**src/rtl/fm_pkg.sv**
```systemverilog
package fm_pkg;
  typedef enum logic [1:0] {
    ST_IDLE   = 2'd0,
    ST_FIRST  = 2'd1,
    ST_SECOND = 2'd2
  } phase_t;
endpackage

```
**src/rtl/fm_wl_drive.sv**
```systemverilog
// Wordline drivers: flagged lines take the gate identity in the second cycle.
module fm_wl_drive #(
  parameter int NWL = 8
) (
  input  logic [NWL-1:0] in_q,
  input  logic [NWL-1:0] wl_flag_q,
  input  logic           cyc,
  input  logic           nor_mode,
  output logic [NWL-1:0] wl_eff
);
  for (genvar i = 0; i < NWL; i++) begin : g_wl
    assign wl_eff[i] = (cyc && wl_flag_q[i]) ? ~nor_mode : in_q[i];
  end
endmodule

```
**src/rtl/fm_plane.sv**
```systemverilog
// Behavioural plane: each bitline gates the wordlines connected to it.
module fm_plane #(
  parameter int NWL = 8,
  parameter int NBL = 6,
  localparam int CELLS = NWL * NBL
) (
  input  logic [NWL-1:0]   wl_eff,
  input  logic [CELLS-1:0] prog_map,
  input  logic [CELLS-1:0] stuck_map,
  input  logic             nor_mode,
  output logic [NBL-1:0]   bl_val
);
  for (genvar j = 0; j < NBL; j++) begin : g_bl
    logic [NWL-1:0] conn;
    assign conn      = prog_map[j*NWL +: NWL] | stuck_map[j*NWL +: NWL];
    assign bl_val[j] = nor_mode ? ~(|(wl_eff & conn)) : ~(&(wl_eff | ~conn));
  end
endmodule

```
**src/rtl/fm_sense_gate.sv**
```systemverilog
// Per-bitline sense enable: the fault flag selects which cycle may sample.
module fm_sense_gate #(
  parameter int NBL = 6
) (
  input  logic [NBL-1:0] bl_flag_q,
  input  logic           cyc,
  input  logic           active,
  output logic [NBL-1:0] sense_en
);
  for (genvar j = 0; j < NBL; j++) begin : g_se
    assign sense_en[j] = active & (bl_flag_q[j] ? cyc : ~cyc);
  end
endmodule

```
**src/rtl/fm_conflict.sv**
```systemverilog
// A flagged bitline that uses a flagged wordline cannot be repaired.
module fm_conflict #(
  parameter int NWL = 8,
  parameter int NBL = 6,
  localparam int CELLS = NWL * NBL
) (
  input  logic [CELLS-1:0] prog_map,
  input  logic [NWL-1:0]   wl_flag_q,
  input  logic [NBL-1:0]   bl_flag_q,
  output logic             conflict
);
  logic [NBL-1:0] hit;
  for (genvar j = 0; j < NBL; j++) begin : g_hit
    assign hit[j] = bl_flag_q[j] & (|(prog_map[j*NWL +: NWL] & wl_flag_q));
  end
  assign conflict = |hit;
endmodule

```
**src/rtl/fmask_eval.sv**
```systemverilog
module fmask_eval #(
  parameter int NWL = 8,
  parameter int NBL = 6,
  localparam int CELLS = NWL * NBL
) (
  input  logic             clk,
  input  logic             rst_n,
  input  logic             start,
  input  logic             mode_nor,
  input  logic [NWL-1:0]   in_vec,
  input  logic [NWL-1:0]   wl_flag,
  input  logic [NBL-1:0]   bl_flag,
  input  logic [CELLS-1:0] prog_map,
  input  logic [CELLS-1:0] stuck_map,
  output logic             busy,
  output logic             done,
  output logic             conflict,
  output logic [NBL-1:0]   result
);
  import fm_pkg::*;

  phase_t         phase;
  logic [NWL-1:0] in_q;
  logic [NWL-1:0] wl_flag_q;
  logic [NBL-1:0] bl_flag_q;
  logic           nor_q;
  logic           two_q;
  logic           cyc;
  logic           active;
  logic           first_cyc;
  logic           conf_now;
  logic [NWL-1:0] wl_eff;
  logic [NBL-1:0] bl_val;
  logic [NBL-1:0] sense_en;

  // Cycle-sequence bit: 0 in the first sense cycle, 1 in the second.
  assign cyc       = (phase == ST_SECOND);
  assign active    = (phase != ST_IDLE);
  assign first_cyc = (phase == ST_FIRST);

  fm_wl_drive #(.NWL(NWL)) u_drive (
    .in_q     (in_q),
    .wl_flag_q(wl_flag_q),
    .cyc      (cyc),
    .nor_mode (nor_q),
    .wl_eff   (wl_eff)
  );

  fm_plane #(.NWL(NWL), .NBL(NBL)) u_plane (
    .wl_eff   (wl_eff),
    .prog_map (prog_map),
    .stuck_map(stuck_map),
    .nor_mode (nor_q),
    .bl_val   (bl_val)
  );

  fm_sense_gate #(.NBL(NBL)) u_sense (
    .bl_flag_q(bl_flag_q),
    .cyc      (cyc),
    .active   (active),
    .sense_en (sense_en)
  );

  fm_conflict #(.NWL(NWL), .NBL(NBL)) u_conf (
    .prog_map (prog_map),
    .wl_flag_q(wl_flag_q),
    .bl_flag_q(bl_flag_q),
    .conflict (conf_now)
  );

  // Sequencer and input capture.
  always_ff @(posedge clk or negedge rst_n) begin
    if (!rst_n) begin
      phase     <= ST_IDLE;
      busy      <= 1'b0;
      done      <= 1'b0;
      conflict  <= 1'b0;
      in_q      <= '0;
      wl_flag_q <= '0;
      bl_flag_q <= '0;
      nor_q     <= 1'b0;
      two_q     <= 1'b0;
    end else begin
      done <= 1'b0;
      case (phase)
        ST_IDLE: begin
          if (start) begin
            in_q      <= in_vec;
            wl_flag_q <= wl_flag;
            bl_flag_q <= bl_flag;
            nor_q     <= mode_nor;
            two_q     <= (|wl_flag) | (|bl_flag);
            busy      <= 1'b1;
            phase     <= ST_FIRST;
          end
        end
        ST_FIRST: begin
          if (two_q) begin
            phase <= ST_SECOND;
          end else begin
            phase    <= ST_IDLE;
            busy     <= 1'b0;
            done     <= 1'b1;
            conflict <= conf_now;
          end
        end
        ST_SECOND: begin
          phase    <= ST_IDLE;
          busy     <= 1'b0;
          done     <= 1'b1;
          conflict <= conf_now;
        end
        default: phase <= ST_IDLE;
      endcase
    end
  end

  // Sense latches: a bitline not enabled this cycle keeps its value.
  for (genvar j = 0; j < NBL; j++) begin : g_lat
    always_ff @(posedge clk or negedge rst_n) begin
      if (!rst_n)           result[j] <= 1'b0;
      else if (sense_en[j]) result[j] <= bl_val[j];
    end
  end
endmodule

```
**config.mk**
```make
export PLATFORM = sky130hd
export DESIGN_NAME = fmask_eval
export DESIGN_NICKNAME = d
export VERILOG_FILES = /design/src/rtl/fm_pkg.sv /design/src/rtl/fm_wl_drive.sv /design/src/rtl/fm_plane.sv /design/src/rtl/fm_sense_gate.sv /design/src/rtl/fm_conflict.sv /design/src/rtl/fmask_eval.sv
export SDC_FILE = /design/constraint.sdc
export NUM_CORES = 1
export LEC_CHECK = 0
export BUFFER_PORTS_ARGS = -buffer_cell sky130_fd_sc_hd__buf_2
export CAP_MARGIN = 20
export CORE_UTILIZATION = 40
export CTS_CLUSTER_SIZE = 14
export DETAILED_ROUTE_END_ITERATION = 10
export PLACE_DENSITY_LB_ADDON = 0.08
export SYNTH_ARGS = -nofsm -noshare
export SYNTH_HDL_FRONTEND = slang
export SYNTH_SLANG_ARGS = --single-unit
```
**constraint.sdc**
```tcl
create_clock -name clk -period 2.5 [get_ports clk]
set_input_delay 0.5 -clock clk [delete_from_list [all_inputs] [get_ports clk]]
set_output_delay 0.5 -clock clk [all_outputs]
set_load 0.1 [all_outputs]
```
==> impl_metrics.py <==
metrics = {
    "worst_setup_path": {
        "crit_type": "register to register",
        "rrSetupSlack_ns": 0.18,
        "arrival_ns": 2.54,
        "path_delay_family": "simple AND/OR/NAND/NOR gates",
        "end_kind": "register",
        "slowest_stage": "or4_1",
        "cp_data_required_time_ns": 2.71,
        "crit_fanout": 15,
        "worstSetupPathDepth": 8,
        "max_stage_delay_ns": 0.51,
        "r2r_cells": 8,
        "timing.rr.start": "phase[0]$_DFFE_PN0P_",
        "critical_path.cell_chain": "inv_1, ha_1, buf_12, nand2_4, mux2i_4, o22ai_1, or4_1, a31oi_1",
        "worst-path-buf-inv": 2,
        "r2r_end": "result[3]$_DFFE_PN0P_",
        "start_kind": "register",
        "crit_start": "phase[0]$_DFFE_PN0P_",
        "endpoint": "result[3]$_DFFE_PN0P_",
    },
    "layout": {
        "n_antenna_cell": 0,
        "drive_gt1_share_pct": 42.6,
        "multi_input_area_sq_um": 1670,
        "regArea_sq_um": 876,
        "final_common_cell": "buf_2",
        "final_cell_mix": "buf_2 (130), nor2_1 (60), o22ai_1 (38)",
        "synthToLayoutAreaGrowth_pct": 32.8,
        "nFillCells": 617,
        "fin_nets": 552,
    },
    "yosys": {
        "synth_ff_type": "dfrtp_1",
        "synth_seq_cells": 35,
        "netlist_instances": 298,
        "synthArstFlopShare_pct": 100,
        "synth_edf_count": 0,
        "syn_area_per_cell_sq_um": 8.83,
        "postSynthNetCount": 424,
        "synth_area_sq_um": 2630,
        "seq_area_frac_synth_pct": 33.3,
        "yosys.cell_types.count": 37,
        "synth_warnings": 0,
    },
    "floorplanning": {
        "core-area_sq_um": 6350,
        "io_pins": 131,
        "fp-row-count": 29,
        "die_area_sq_um": 6900,
        "die_h_um": 83.1,
        "start_util_pct": 41.4,
        "fp.dieW_um": 83.1,
    },
    "global_route": {
        "grt_pass1_vias": 3011,
        "use_met1_pct": 41.2,
        "grt_usage_pct": 30.1,
        "grt_max_degree": 36,
        "grt.overflow.total": 0,
        "met3_usage_pct": 5.86,
        "top_usage_layer": "met2",
        "grt_use_met2_pct": 47.6,
        "grt_pass1_wl_um": 16100,
        "antenna_found_initial": 0,
    },
    "placed_design": {
        "hpwlAfterDp_um": 7970,
        "place.gp.congestion": 0.950,
        "place_ws_ns": 0.147,
        "port_buffers": 130,
    },
    "timing": {
        "fmax_mhz": 430,
        "period_needed_ns": 2.32,
        "fin_crit_sh_pct": 93.0,
        "setup_viol": 0,
        "finalSetupTns_ns": 0,
        "slew_violations": 0,
        "skew_ns": 0.00395,
        "hold_violations": 0,
        "grt_setup_unrepaired": "false",
        "tightest_slew_ns": 0.829,
        "relSlewSlack_pct": 44.7,
        "layout_setup_ws_ns": 0.175,
    },
    "pwr": {
        "leakage_nw": 1.59,
        "ir_worst_vdd_uv": 744,
        "power.density_nw_per_um2": 1310,
    },
    "run": {
        "drv_cap": 0,
    },
    "drt": {
        "drc": 0,
        "drtAntennaViolNets": 0,
        "drt_wl_total_um": 10200,
        "num_vias": 3085,
        "routedWlPerCell_um": 20.2,
        "viasPerCell": 6.12,
        "dr.pass1.iters": 5,
        "drt_iter0_drc": 307,
    },
    "clocking": {
        "cts.sinks": 35,
        "cts_made_buffers": 5,
        "cts_tree": "built",
        "postCtsSetupRepairBufs": 0,
        "cts_max_path_buffers": 2,
        "htreeDepth": 2,
        "path_clk_slew_ns": 0.08,
        "cts-root-buf": "clkbuf_8",
        "cts_resized": 0,
        "clock_latency_ns": 0.29,
        "ctsHoldBuffers": 0,
    },
    "min_path": {
        "hold_class": "primary input to async pin",
    },
    "run_status": {
        "status": "finished clean",
    },
}
-- cell usage after synthesis (2+ instances only) --
cell | instances | area [sq um]
a211oi_1 | 2 | 15.0
a21bo_2 | 6 | 60.1
a21oi_1 | 3 | 15.0
a22oi_1 | 27 | 203
a31oi_1 | 7 | 43.8
and2_1 | 4 | 25.0
buf_2 | 6 | 30.0
buf_6 | 3 | 33.8
clkbuf_1 | 6 | 22.5
dfrtp_1 | 35 | 876
ha_1 | 4 | 50.1
inv_1 | 3 | 11.3
mux2_2 | 24 | 270
nand2_1 | 12 | 45.0
nand3b_1 | 5 | 37.5
nand4_1 | 6 | 37.5
nor2_1 | 60 | 225
nor2b_1 | 2 | 12.5
nor4_1 | 3 | 18.8
o21a_1 | 3 | 22.5
o21ai_0 | 3 | 15.0
o21ai_2 | 2 | 17.5
o221ai_1 | 6 | 52.6
o22ai_1 | 38 | 238
o41ai_1 | 6 | 52.6
or4_1 | 6 | 45.0
xor2_1 | 6 | 52.6
-- cell type report --
type | instances | area share (%)
multi-input combinational | 244 | 47.9
sequential | 35 | 25.1
clock inverter | 2 | 1.11
timing repair buffer | 137 | 20.5
clock buffer | 6 | 2.36
tap | 77 | 2.76
inverter | 3 | 0.322
-- flip-flops by register name, indices dropped and copies added (netlist names), 2 cells and up --
name	count
in_q	8
result	6
phase	2
bl_flag_q	6
wl_flag_q	8
-- how the worst min path moves through the flow --
stage	slack, ns	end	start	cells past startpoint
2_1_floorplan	0.20	bl_flag_q[0]$_DFFE_PN0P_	rst_n	0
3_3_place_gp	0.49	in_q[0]$_DFFE_PN0P_	in_q[0]$_DFFE_PN0P_	1
3_5_place_dp	0.49	in_q[0]$_DFFE_PN0P_	in_q[0]$_DFFE_PN0P_	1
4_1_cts	0.33	result[0]$_DFFE_PN0P_	rst_n	1
5_1_grt	0.36	busy$_DFFE_PN0P_	rst_n	1
6_report	0.29	busy$_DFFE_PN0P_	rst_n	1
-- where the power goes --
part	switching, mW	internal (mW)	total (mW)
registers	0.431	0.846	1.28
logic	1.70	1.04	2.74
clock network	0.234	0.328	0.563
-- stage by stage --
stage | cells | power (mW) | area [sq um] | util [%] | hold WS (ns)
floorplan | 298 | 3.14 | 2630 | - | 0.204
global placement | 496 | 3.91 | 3350 | 52.7 | 0.495
detailed placement | 496 | 3.94 | 3350 | 52.7 | 0.495
CTS | 504 | 4.50 | 3470 | 54.6 | 0.331
global route | 504 | 4.83 | 3490 | 55.0 | 0.357
finish | 504 | 4.58 | 3490 | 55.0 | 0.294
-- metal layers --
layer / part of all wire, % / wire (um) / vias up
met3: 9.2 / 939 / 28
met5: 0 / 0 / -
met4: 3.0 / 310 / 0
met1: 42 / 4330 / 1419
met2: 45 / 4620 / 219
li1: - / - / 1419
-- logic make-up (layout without fill, tap and decap cells) --
kind of cell / count (synthesis) / count (layout) / share of synthesized area (%)
buffers and inverters: 19 / 148 / 4.00
multiplexers: 25 / 25 / 11.1
adder cells (fa/ha/maj): 4 / 4 / 1.90
XOR/XNOR: 6 / 6 / 2.00
AND/OR/NAND/NOR: 102 / 102 / 18.1
flip-flops: 35 / 35 / 33.3
AO/OA/AOI/OAI: 107 / 107 / 29.5
-- worst reg2reg max path, stage by stage, from the launching register on --
cell and delay (ns):
dfrtp_1 0.40, inv_1 0.08, ha_1 0.30, buf_12 0.19, nand2_4 0.09, mux2i_4 0.36, o22ai_1 0.14, or4_1 0.51
a31oi_1 0.17
No activity file was read; power rests on OpenSTA's default activity.
